[src/rtl/spi_pw_pkg.sv]
package spi_pw_pkg;
    localparam int ADDR_W = 16;
    localparam int LEN_W  = 7;
    localparam int BYTE_W = 8;

    localparam logic [BYTE_W-1:0] OP_STATUS = 8'h05;
    localparam logic [BYTE_W-1:0] OP_WR_EN  = 8'h06;
    localparam logic [BYTE_W-1:0] OP_WRITE  = 8'h02;
    localparam logic [BYTE_W-1:0] OP_READ   = 8'h03;
    localparam logic [BYTE_W-1:0] FILL_BYTE = 8'h00;

    typedef enum logic [3:0] {
        S_IDLE, S_POLL_OP, S_POLL_RD, S_POLL_GAP, S_WREN, S_WREN_GAP,
        S_CMD, S_ADDR_HI, S_ADDR_LO, S_DATA, S_FIN
    } seq_state_e;

    typedef struct packed {
        seq_state_e        state;
        logic              waiting;
        logic              is_write;
        logic              timed_out;
        logic [ADDR_W-1:0] addr;
        logic [LEN_W-1:0]  left;
        logic              cs_n;
        logic              done;
        logic              err;
        logic              fault;
        logic [BYTE_W-1:0] rd_data;
        logic              rd_valid;
    } seq_regs_t;
endpackage

[src/rtl/spi_pw_page_check.sv]
module spi_pw_page_check #(
    parameter int PAGE_BYTES = 64,
    parameter int LEN_W      = 7,
    localparam int PAGE_LOG  = $clog2(PAGE_BYTES),
    localparam int SUM_W     = ((LEN_W > PAGE_LOG) ? LEN_W : PAGE_LOG) + 1
) (
    input  logic [PAGE_LOG-1:0] offset,
    input  logic [LEN_W-1:0]    len,
    input  logic                is_write,
    output logic                ok
);
    logic [SUM_W-1:0] end_pos;

    always_comb begin
        end_pos = SUM_W'(offset) + SUM_W'(len);
        ok = (len != '0) && (!is_write || (end_pos <= SUM_W'(PAGE_BYTES)));
    end
endmodule

[src/rtl/spi_pw_poll_timer.sv]
module spi_pw_poll_timer #(
    parameter int LIMIT   = 4096,
    localparam int CNT_W  = $clog2(LIMIT + 1)
) (
    input  logic clk,
    input  logic rst_n,
    input  logic clear,
    input  logic tick,
    output logic final_try
);
    logic [CNT_W-1:0] count_d, count_q;

    always_comb begin
        count_d = count_q;
        if (clear)
            count_d = '0;
        else if (tick)
            count_d = count_q + CNT_W'(1);
    end

    always_ff @(posedge clk or negedge rst_n) begin
        if (!rst_n)
            count_q <= '0;
        else
            count_q <= count_d;
    end

    assign final_try = (count_q == CNT_W'(LIMIT - 1));

    // the busy-read count never reaches the limit; the sequencer stops one read earlier
    assert_poll_bound_R8: assert property (@(posedge clk) disable iff (!rst_n)
        count_q < CNT_W'(LIMIT))
        else $error("poll counter exceeded limit");
endmodule

[src/rtl/spi_page_seq.sv]
module spi_page_seq
    import spi_pw_pkg::*;
#(
    parameter int PAGE_BYTES = 64,
    parameter int DEV_ADDR_W = 15,
    parameter int POLL_LIMIT = 4096,
    localparam int PAGE_LOG  = $clog2(PAGE_BYTES)
) (
    input  logic              clk,
    input  logic              rst_n,
    input  logic              cmd_valid,
    input  logic              cmd_write,
    input  logic [ADDR_W-1:0] cmd_addr,
    input  logic [LEN_W-1:0]  cmd_len,
    output logic              cmd_ready,
    output logic              busy,
    output logic              done,
    output logic              err_page,
    output logic              poll_fault,
    input  logic [BYTE_W-1:0] wr_data,
    input  logic              wr_valid,
    output logic              wr_pop,
    output logic [BYTE_W-1:0] rd_data,
    output logic              rd_valid,
    output logic              spi_cs_n,
    output logic              spi_start,
    output logic [BYTE_W-1:0] spi_tx,
    input  logic              spi_done,
    input  logic [BYTE_W-1:0] spi_rx
);
    localparam logic [ADDR_W-1:0] DEV_MASK = ADDR_W'((1 << DEV_ADDR_W) - 1);

    seq_regs_t r_d, r_q;

    logic              req_ok;
    logic              poll_clr, poll_tick, poll_final;
    logic              in_byte, can_send, xfer_end;
    logic [BYTE_W-1:0] tx_sel;

    spi_pw_page_check #(.PAGE_BYTES(PAGE_BYTES), .LEN_W(LEN_W)) page_i (
        .offset  (cmd_addr[PAGE_LOG-1:0]),
        .len     (cmd_len),
        .is_write(cmd_write),
        .ok      (req_ok)
    );

    spi_pw_poll_timer #(.LIMIT(POLL_LIMIT)) poll_i (
        .clk      (clk),
        .rst_n    (rst_n),
        .clear    (poll_clr),
        .tick     (poll_tick),
        .final_try(poll_final)
    );

    // byte to send in each byte-carrying state
    always_comb begin
        in_byte = 1'b1;
        tx_sel  = FILL_BYTE;
        unique case (r_q.state)
            S_POLL_OP: tx_sel = OP_STATUS;
            S_POLL_RD: tx_sel = FILL_BYTE;
            S_WREN:    tx_sel = OP_WR_EN;
            S_CMD:     tx_sel = r_q.is_write ? OP_WRITE : OP_READ;
            S_ADDR_HI: tx_sel = r_q.addr[ADDR_W-1 -: BYTE_W];
            S_ADDR_LO: tx_sel = r_q.addr[BYTE_W-1:0];
            S_DATA:    tx_sel = r_q.is_write ? wr_data : FILL_BYTE;
            default:   in_byte = 1'b0;
        endcase
        can_send = in_byte && ((r_q.state != S_DATA) || !r_q.is_write || wr_valid);
    end

    always_comb begin
        r_d          = r_q;
        r_d.done     = 1'b0;
        r_d.err      = 1'b0;
        r_d.fault    = 1'b0;
        r_d.rd_valid = 1'b0;
        poll_clr     = 1'b0;
        poll_tick    = 1'b0;

        spi_start = can_send && !r_q.waiting;
        xfer_end  = r_q.waiting && spi_done;
        wr_pop    = spi_start && (r_q.state == S_DATA) && r_q.is_write;
        if (spi_start) r_d.waiting = 1'b1;
        if (xfer_end)  r_d.waiting = 1'b0;

        unique case (r_q.state)
            S_IDLE: begin
                if (cmd_valid) begin
                    if (req_ok) begin
                        r_d.state     = S_POLL_OP;
                        r_d.cs_n      = 1'b0;
                        r_d.is_write  = cmd_write;
                        r_d.addr      = cmd_addr & DEV_MASK;
                        r_d.left      = cmd_len;
                        r_d.timed_out = 1'b0;
                        poll_clr      = 1'b1;
                    end else begin
                        r_d.done = 1'b1;
                        r_d.err  = 1'b1;
                    end
                end
            end
            S_POLL_OP: if (xfer_end) r_d.state = S_POLL_RD;
            S_POLL_RD: begin
                if (xfer_end) begin
                    if (!spi_rx[0]) begin
                        r_d.state = S_POLL_GAP;
                        r_d.cs_n  = 1'b1;
                    end else if (poll_final) begin
                        r_d.state     = S_FIN;
                        r_d.cs_n      = 1'b1;
                        r_d.timed_out = 1'b1;
                    end else begin
                        poll_tick = 1'b1;
                    end
                end
            end
            S_POLL_GAP: begin
                r_d.cs_n  = 1'b0;
                r_d.state = r_q.is_write ? S_WREN : S_CMD;
            end
            S_WREN: begin
                if (xfer_end) begin
                    r_d.state = S_WREN_GAP;
                    r_d.cs_n  = 1'b1;
                end
            end
            S_WREN_GAP: begin
                r_d.cs_n  = 1'b0;
                r_d.state = S_CMD;
            end
            S_CMD:     if (xfer_end) r_d.state = S_ADDR_HI;
            S_ADDR_HI: if (xfer_end) r_d.state = S_ADDR_LO;
            S_ADDR_LO: if (xfer_end) r_d.state = S_DATA;
            S_DATA: begin
                if (xfer_end) begin
                    if (!r_q.is_write) begin
                        r_d.rd_valid = 1'b1;
                        r_d.rd_data  = spi_rx;
                    end
                    r_d.left = r_q.left - LEN_W'(1);
                    if (r_q.left == LEN_W'(1)) begin
                        r_d.state = S_FIN;
                        r_d.cs_n  = 1'b1;
                    end
                end
            end
            S_FIN: begin
                r_d.done  = 1'b1;
                r_d.fault = r_q.timed_out;
                r_d.state = S_IDLE;
            end
            default: r_d.state = S_IDLE;
        endcase
    end

    always_ff @(posedge clk or negedge rst_n) begin
        if (!rst_n) begin
            r_q      <= '0;
            r_q.cs_n <= 1'b1;
        end else begin
            r_q <= r_d;
        end
    end

    assign cmd_ready  = (r_q.state == S_IDLE);
    assign busy       = !cmd_ready;
    assign done       = r_q.done;
    assign err_page   = r_q.err;
    assign poll_fault = r_q.fault;
    assign rd_data    = r_q.rd_data;
    assign rd_valid   = r_q.rd_valid;
    assign spi_cs_n   = r_q.cs_n;
    assign spi_tx     = tx_sel;

    // a byte exchange only starts inside an open frame
    assert_start_in_frame_R2: assert property (@(posedge clk) disable iff (!rst_n)
        spi_start |-> !spi_cs_n)
        else $error("byte started with chip select high");

    // one byte in flight at a time
    assert_single_flight_R4: assert property (@(posedge clk) disable iff (!rst_n)
        spi_start |=> !spi_start)
        else $error("back-to-back byte starts");

    // an idle sequencer keeps the device deselected
    assert_idle_deselected_R1: assert property (@(posedge clk) disable iff (!rst_n)
        cmd_ready |-> spi_cs_n)
        else $error("chip select low while idle");

    // a refusal comes with done and without an open frame
    assert_refusal_quiet_R5: assert property (@(posedge clk) disable iff (!rst_n)
        err_page |-> (done && spi_cs_n))
        else $error("refusal flag without done or with open frame");

    // the FIFO is only popped when it holds data
    assert_pop_has_data_R9: assert property (@(posedge clk) disable iff (!rst_n)
        wr_pop |-> wr_valid)
        else $error("pop from empty write FIFO");

    // read strobes follow a finished exchange
    assert_read_after_xfer_R6: assert property (@(posedge clk) disable iff (!rst_n)
        rd_valid |-> $past(spi_done))
        else $error("read strobe without exchange");
endmodule

[config.mk]
export PLATFORM = sky130hd
export DESIGN_NAME = spi_page_seq
export DESIGN_NICKNAME = d
export VERILOG_FILES = /design/src/rtl/spi_pw_pkg.sv /design/src/rtl/spi_pw_page_check.sv /design/src/rtl/spi_pw_poll_timer.sv /design/src/rtl/spi_page_seq.sv
export SDC_FILE = /design/constraint.sdc
export NUM_CORES = 1
export LEC_CHECK = 0
export BUFFER_PORTS_ARGS = -buffer_cell sky130_fd_sc_hd__buf_2
export CAP_MARGIN = 5
export CORE_MARGIN = 2
export CORE_UTILIZATION = 40
export DETAILED_ROUTE_END_ITERATION = 7
export SETUP_SLACK_MARGIN = 0.4
export SLEW_MARGIN = 20
export SYNTH_ARGS = -nofsm -noshare
export SYNTH_HDL_FRONTEND = slang
export SYNTH_SLANG_ARGS = --single-unit
[constraint.sdc]
create_clock -name clk -period 3.8 [get_ports clk]
set_clock_uncertainty 0.2 [all_clocks]
set_input_delay 0.76 -clock clk [delete_from_list [all_inputs] [get_ports clk]]
set_output_delay 0.76 -clock clk [all_outputs]
set_load 0.02 [all_outputs]
# Word-level counts from Yosys, hierarchy flattened
# Index checks and enable logic that the tools add are counted.
# Widths: inputs -> output; s select.
# word_totals
register_bits	55
latch_bits	0
mem_bits_rw	0
romBits	0
input_bits	45
wordCells	121
mem_count	0
# op_classes
addsub	3
mul	0
n_div	0
n_lt_le_gt_ge	1
n_eq_ne	26
shifts	0
muxes	49
n_bitwise	1
reduce_logical	28
# op_table
operator	n
$mux 4	12
$pmux 8 s6	1
$pmux 4 s10	1
$mux 27	1
$mux 13	2
$mux 25	1
$mux 1	23
$ne 2x2->1 const B	10
$eq 4x3->1 const B	4
$mux 8	2
$pmux 7 s2	1
$add 13x1->13 const B	1
$eq 13x12->1 const B	1
$eq 4x4->1 const B	3
$reduce_and 11->1	1
$add 6x7->8	1
$eq 4x2->1 const B	2
$le 8x7->1 const B	1
$reduce_and 8->1	1
$reduce_bool 2->1	4
$eq 7x1->1 const B	1
$reduce_bool 7->1	1
$reduce_or 7->1	1
$sub 7x1->7 const B	1
17 further kinds	31

# Logic depth before layout (Yosys ltp)
# Gate-level depths: netlist of run 1.
# depth
word_depth	8
mapped_depth	11

# By module
# A second synthesis of run 1 with hierarchy kept.
# unflattened
cells_unflattened	359
hier_area_um2	3260.6
# by_module_without_submodules
module	n_inst	cells_each	area_each_um2	seq_area_each_um2
spi_page_seq	1	255	2282.2	1052.3
spi_pw_poll_timer	1	66	676.9	325.3
spi_pw_page_check	1	38	301.5	0.0

# Least setup slack after synthesis of run 1
# OpenSTA, ideal clock, no wires.
# synth_timing
kind	input to register
startpoint	input cmd_addr[0]
endpoint	register r_q[13] in the netlist's numbering
setup_ps	125
arrival_ps	3153
slack_ps	322
stages	11
n_path_buf	2
path_cell_list	ha_1 -> fa_1 -> a211o_1 -> and3_1 -> o311ai_2 -> o32ai_1 -> o21a_1 -> buf_6 -> or2_1 -> buf_6 -> mux2_4
# synth_via
elab_chain_cells	6
# synth_lines
element	line_no	text
from (decl)	spi_page_seq.sv:13	input logic [ADDR_W-1:0] cmd_addr,
$add 6x7->8	spi_pw_page_check.sv:15	end_pos = SUM_W'(offset) + SUM_W'(len);
$le 8x7->1	spi_pw_page_check.sv:16	ok = (len != '0) && (!is_write || (end_pos <= SUM_W'(PAGE_BYTES)));
$logic_or 1x1->1	spi_pw_page_check.sv:16	
$logic_and 1x1->1	spi_pw_page_check.sv:16	
$ne 2x1->1 (no line)	--	
$reduce_and 4->1 (no line)	--	
to (signal assigned)	spi_page_seq.sv:163	r_q <= r_d;
to (decl)	spi_page_seq.sv:33	seq_regs_t r_d, r_q;
# Every way passes these cells.
# A chain may end at the register's enable or synchronous reset.

# Worst setup path after layout of run 1
# layout_timing
startpoint	input cmd_len[0]
endpoint	register r_q[14] in the netlist's numbering
# layout_via
elab_chain_cells	6
elab_cells_between_ends	7
# layout_lines
element	line_no	text
from (decl)	spi_page_seq.sv:14	input logic [LEN_W-1:0] cmd_len,
$add 6x7->8	spi_pw_page_check.sv:15	
$le 8x7->1	spi_pw_page_check.sv:16	
$logic_or 1x1->1	spi_pw_page_check.sv:16	
$logic_and 1x1->1 *	spi_pw_page_check.sv:16	
$ne 2x1->1 (no line) *	--	
$reduce_and 4->1 (no line) *	--	
# Every way passes the cells marked *; elsewhere a longest branch is shown, timed or not.

==> results of run 1 <==
## power by group
part           internal (mW)  leakage [nW]  switching [mW]
clock network          0.136        0.0463           0.210
logic                  0.426          1.10           0.499
registers              0.758         0.720           0.201
total                   1.32          1.86           0.910
## final timing paths
path,end,startpoint
setup reg to reg,r_q[14]$_DFFE_PN0P_,r_q[42]$_DFFE_PN0P_
setup / recovery,r_q[14]$_DFFE_PN0P_,cmd_len[0]
hold / removal,r_q[20]$_DFFE_PN0P_,rst_n
min in group clk,r_q[36]$_DFFE_PN0P_,r_q[36]$_DFFE_PN0P_
hold reg to reg,r_q[36]$_DFFE_PN0P_,r_q[36]$_DFFE_PN0P_
max in group asynchronous,spi_cs_n$_DFFE_PN1P_,rst_n
## logic make-up after synthesis
kind of cell	synth area share (%)
AND/OR/NAND/NOR	16.4
AO/OA/AOI/OAI	16.3
flip-flops	42.3
buffers and inverters	6.18
multiplexers	10.8
XOR/XNOR	4.03
adder cells (fa/ha/maj)	4.07
## cells in the mapped netlist (2+ instances only)
| library cell | count |
|---|---|
| a211o_1 | 2 |
| a211oi_1 | 2 |
| a21oi_1 | 13 |
| a222oi_1 | 4 |
| a22o_1 | 6 |
| a31oi_1 | 2 |
| and2_1 | 3 |
| and3_1 | 5 |
| buf_2 | 5 |
| buf_4 | 9 |
| buf_6 | 2 |
| clkbuf_1 | 6 |
| dfrtp_1 | 54 |
| ha_1 | 9 |
| inv_1 | 15 |
| mux2_2 | 25 |
| mux2_4 | 2 |
| mux2i_1 | 4 |
| nand2_1 | 27 |
| nand2b_1 | 3 |
| nand3_1 | 11 |
| nand4_1 | 2 |
| nor2_1 | 29 |
| nor2b_1 | 3 |
| nor3_1 | 7 |
| nor3b_1 | 2 |
| nor4_1 | 2 |
| o211ai_1 | 3 |
| o21a_1 | 2 |
| o21ai_0 | 18 |
| o22ai_1 | 5 |
| o32ai_1 | 4 |
| or2_2 | 2 |
| or3_1 | 4 |
| xnor2_1 | 5 |
| xor2_1 | 10 |
## through the flow
| step | hold slack [ns] | power [mW] | instance area (sq um) | utilization (%) |
|---|---|---|---|---|
| 2_1_floorplan | 0.255 | 1.65 | 3270 | - |
| 3_3_place_gp | 0.279 | 1.88 | 3660 | 46.8 |
| 3_5_place_dp | 0.286 | 1.89 | 3660 | 46.8 |
| 4_1_cts | 0.188 | 2.24 | 3750 | 48.1 |
| 5_1_grt | 0.194 | 2.41 | 3760 | 48.1 |
| 6_report | 0.186 | 2.23 | 3760 | 48.1 |
## layer usage
layer  share of wire [%]  up-vias  GRT usage (%)
met2                  44       57           26.7
met4                 1.5        0           5.43
li1                    -     1313              -
met3                 4.2        9           2.89
met1                  50     1285           26.2
met5                   0        -              0
## registers in the layout, indices dropped and copies added, names as in the netlist
name	flops
done	1
err_page	1
poll_fault	1
poll_i.count_q	13
r_q	29
rd_data	8
rd_valid	1
spi_cs_n	1
## what timing repair did
item                                   CTS  global route
gates resized for setup                  0             2
setup endpoints to repair                0             2
endpoints found under the hold margin    0             0
## area by class of cell
type	instances	area, sq um	area share (%)
clock buffers	5	68.8	1.83
clock inverters	3	27.5	0.732
inverters	16	60.1	1.60
multi-input cells	238	1700	45.1
flip-flops and latches	55	1380	36.7
well taps	102	128	3.40
repair buffers	76	400	10.7
## critical path: stages
cell and delay (ns):
buf_2 0.13, ha_1 0.21, fa_2 0.36, a211o_1 0.30
and3_1 0.21, o311ai_2 0.28, o32ai_2 0.14, o21a_1 0.21
or2_1 0.33, mux2_4 0.34
==> qor.txt, run 1 <==
outcome -> finished clean
post-synth design cell area -> 3260 sq um
CP max FO -> 7
final worst slack -> 0.531 ns
first-pass GRT wire length -> 12,400 um
die area -> 8890 sq um
number of remaining DRC errors -> 0
DRT iter0 DRCs -> 138
Mapped Cells -> 332
Final Cycle Share -> 86.0%
ANT nets after route -> 0
final hold vios -> 0
row count -> 32
critical path data arrival time -> 3.27 ns
area share of the largest cell type after synthesis -> 41.5%
pwr dens -> 593 nW/um^2
RSZ-0062 raised after global routing -> false
pin count of the biggest net entering global routing -> 23
Post-CTS Setup Inserts -> 0
setup TNS -> 0 ns
initial antenna violation count -> 0
Pre-antenna DRT Iters -> 4
Highest Clock Rate -> 306 MHz
Routed Wire Length -> 7330 um
max_cap viols -> 0
WL per Instance -> 14.8 um
fill cell count -> 777
Root Driver -> clkbuf_8
Max Buffers Root-to-Sink -> 2
global router's overall resource usage -> 17.8%
vias in the first global route -> 2,512
CP startpoint kind -> primary input
CTS tree -> yes
Setup Viol. Count Final -> 0
sequential-to-total area share from yosys stat -> 42.3%
Die Y -> 94.3 um
Period minus WS final -> 3.27 ns
number of flops mapped to enable cells by yosys -> 0
n_diodes -> 0
clk slew on worst S/H paths -> 0.10 ns
Slew headroom -> 51.8%
Place WS -> 0.213 ns
post-synth top area cell -> dfrtp_1
area of the core -> 7810 sq um
H-tree Lvls -> 2
Final nets -> 447
Initial Utilization -> 41.7%
top cells by area, synth -> dfrtp_1, mux2_2, ha_1
Crit Path Class -> in -> reg
yosys warns -> 0
Die W -> 94.3 um
Post-Syn Area per Cell -> 9.82 sq um
GPL Wtd Cong -> 0.786
DP Cell Count -> 487
Max Slew Vio Count -> 0
CP Data Required Time -> 3.80 ns
number of buffers added on ports -> 68
min-delay worst type -> in -> async
most common cell after layout, fill and taps aside -> buf_2
CP Capture Type -> register
via count -> 2,664
peak supply drop -> 0.000205 V
Static Leakage -> 1.86 nW
Distinct cells, synth -> 61
r2r setup slk -> 0.85 ns
Post-synth ARST share -> 100%
hold buffer count at CTS -> 0
Top FF cell, synth -> dfrtp_1
DR vias/cell -> 5.38
Synth Net Count -> 387
GR Overflow Total -> 0
dpl hpwl -> 5570 um
Seq cells post-synth -> 55
CTS sink count -> 55
clock latency on the worst-skew pair -> 0.32 ns
Layout Cells excl Fill -> 495
most frequent cells in the layout -> buf_2, dfrtp_1, nor2_1
IO Pins -> 70
r2r worst-path depth -> 6
area grow syn2layout -> 15.3%
worst-margin pin slew -> 0.719 ns
share of cells above drive strength 1 -> 31.3%
number of buffers created by CTS -> 5
No activity file was read; power rests on OpenSTA's default activity.
==> run 2: changes to the inputs <==
- ABC_AREA: unset -> 1
- PLACE_DENSITY_LB_ADDON: unset -> 0.1
- SLEW_MARGIN: 20 -> 25
==> run 2 against run 1 <==
  * Count of clock-buffer cells in the layout rose by 1
  * Sequential power fell by 7.9%
  * Sequential share of layout area fell by 1.6 points
  * Critical path depth rose by 1
  * Via count rose by 15%
  * Register-to-register slack improved by 0.73 ns
  * Synthesized cell count rose by 40%
  * Fmax rose by 2.8%
  * Critical endpoint is now spi_tx[3]
  * Global-route usage rose by 0.61 points
  * Worst setup slack improved by 0.088 ns
==> qor.txt, run 2 <==
Root Driver -> clkbuf_8
CTS sink count -> 55
n_diodes -> 0
Max Slew Vio Count -> 0
yosys warns -> 0
max_cap viols -> 0
peak supply drop -> 0.000285 V
Pre-antenna DRT Iters -> 5
Highest Clock Rate -> 314 MHz
initial antenna violation count -> 0
row count -> 33
Final Cycle Share -> 83.7%
clk slew on worst S/H paths -> 0.10 ns
CP max stage delay -> 0.44 ns
Static Leakage -> 2.18 nW
Seq cells post-synth -> 55
clock latency on the worst-skew pair -> 0.31 ns
share of cells above drive strength 1 -> 20.7%
die area -> 9300 sq um
area share of the largest cell type after synthesis -> 39.5%
Crit Path Class -> reg -> out
GPL Wtd Cong -> 0.881
Die W -> 96.4 um
Die Y -> 96.4 um
sequential-to-total area share from yosys stat -> 40.3%
top cells by count, synth -> nand2_1, inv_1, dfrtp_1, nor2_1, nand3_1
most frequent cells in the layout -> nand2_1, inv_1, buf_2
crit path cell chain -> inv_1 -> nor2_1 -> inv_1 -> nor2_2 -> buf_4 -> inv_1 -> nor2_4 -> buf_4 -> nand2_1 -> o221ai_1 -> buf_2
Synth Net Count -> 519
CP Data Required Time -> 2.84 ns
pwr dens -> 579 nW/um^2
Largest register FFs -> 29
CTS tree -> yes
Setup Viol. Count Final -> 0
Slew headroom -> 40.0%
cell with the most instances after synthesis -> nand2_1
dpl cell area -> 3820 sq um
min-delay worst type -> reg -> reg
Period minus WS final -> 3.18 ns
worst-margin pin slew -> 0.900 ns
area grow syn2layout -> 15.0%
number of flops mapped to enable cells by yosys -> 0
Mapped Cells -> 464
WL per Instance -> 12.4 um
final worst slack -> 0.619 ns
Top FF cell, synth -> dfrtp_1
CP Capture Type -> output pin
Post-Syn Area per Cell -> 7.36 sq um
CP max FO -> 14
DRT iter0 DRCs -> 122
most common cell after layout, fill and taps aside -> nand2_1
Max Buffers Root-to-Sink -> 2
fill cell count -> 873
critical path data arrival time -> 2.22 ns
top cells by area, synth -> dfrtp_1, nand2_1, inv_1
Finished Cell Area -> 3930 sq um
CP max stage cell -> dfrtp_2
dpl hpwl -> 6090 um
outcome -> finished clean
DR vias/cell -> 4.81
GR Overflow Total -> 0
number of remaining DRC errors -> 0
total power draw -> 2.27 mW
pin count of the biggest net entering global routing -> 40
post-synth top area cell -> dfrtp_1
CP startpoint kind -> register
Routed Wire Length -> 7890 um
ANT nets after route -> 0
Distinct cells, synth -> 40
global router's overall resource usage -> 18.4%
final hold vios -> 0
number of buffers added on ports -> 68
area of the core -> 8260 sq um
largest reg by FF count -> r_q
DP Cell Count -> 627
via count -> 3,063
number of buffers created by CTS -> 5
most used cell, CP -> inv_1
RSZ-0062 raised after global routing -> false
setup TNS -> 0 ns
Layout Cells excl Fill -> 637
first-pass GRT wire length -> 13,400 um
IO Pins -> 70
vias in the first global route -> 2,877
H-tree Lvls -> 2
Final nets -> 586
Post-synth ARST share -> 100%
post-synth design cell area -> 3420 sq um
Place WS -> 0.481 ns
Initial Utilization -> 41.4%
run 2: cell types whose count changed after synthesis, sizes merged, moves of 6 or more:
cell,previous run,this run
nor2,29,49
o21ai,18,25
mux2,27,7
a22o,6,0
xor2,10,3
nand2,27,133
nand3,11,32
inv,15,85
nand4,2,11
run 2: cell type report:
| cell class | count | area (sq um) | area share (%) |
|---|---|---|---|
| timing repair buffer | 74 | 385 | 9.81 |
| sequential | 55 | 1380 | 35.1 |
| clock inverter | 2 | 16.3 | 0.414 |
| multi-input combinational | 310 | 1620 | 41.3 |
| clock buffer | 6 | 72.6 | 1.85 |
| tap | 105 | 131 | 3.34 |
| inverter | 85 | 322 | 8.18 |
run 2: per-stage QoR:
stage / utilization, % / hold WS [ns]
floorplan: - / 0.249
global placement: 46.3 / 0.254
detailed placement: 46.3 / 0.263
CTS: 47.4 / 0.276
global route: 47.6 / 0.314
finish: 47.6 / 0.268
run 2: cells by family (layout without fill, tap and decap cells):
logic type | Yosys count | count (layout) | synth area share [%]
buf+inv | 99 | 167 | 12.3
compound gates | 51 | 51 | 8.93
fa+ha+maj | 10 | 10 | 3.88
flops | 55 | 55 | 40.3
mux | 7 | 7 | 2.31
simple gates | 238 | 238 | 31.2
xor+xnor | 4 | 4 | 1.03
run 2: what timing repair did:
item	4_1_cts	5_1_grt
hold endpoints to repair	0	0
pin swaps	0	1
setup endpoints to repair	1	4
gates resized for setup	1	1
hold buffers	0	0
setup buffers	0	2
run 2: where the power goes:
| group | internal [mW] | leakage (nW) | total, mW | switching (mW) |
|---|---|---|---|---|
| Combinational | 0.365 | 1.42 | 1.06 | 0.697 |
| Clock | 0.133 | 0.0418 | 0.329 | 0.196 |
| Sequential | 0.776 | 0.722 | 0.883 | 0.107 |
run 2: worst paths after layout:
path                                               startpoint                             to  slack [ns]  cells after the start
worst max-delay path                      r_q[39]$_DFFE_PN0P_                      spi_tx[3]        0.62                     11
worst min-delay path                     spi_cs_n$_DFFE_PN1P_           spi_cs_n$_DFFE_PN1P_        0.27                      2
worst max register to register  poll_i.count_q[0]$_DFFE_PN0P_            r_q[42]$_DFFE_PN0P_        1.58                     10
worst min register to register           spi_cs_n$_DFFE_PN1P_           spi_cs_n$_DFFE_PN1P_        0.27                      2
max in group asynchronous                               rst_n           spi_cs_n$_DFFE_PN1P_        2.27                      2
min in group asynchronous                               rst_n  poll_i.count_q[0]$_DFFE_PN0P_        0.36                      1
run 2: layer usage:
metal	wire length (um)	up-vias	GRT usage [%]	share of wire (%)
met1	3650	1394	24.7	46
met2	3760	71	31.4	48
met4	69	0	3.40	0.87
met5	0	-	0	0
met3	421	6	3.18	5.3
li1	-	1592	-	-
run 2: critical path, delay by kind of cell, from the launching register on:
kind / cells / cell delay (ns)
flip-flops: 1 / 0.44
AO/OA/AOI/OAI: 1 / 0.07
AND/OR/NAND/NOR: 4 / 0.51
buffers and inverters: 6 / 0.90
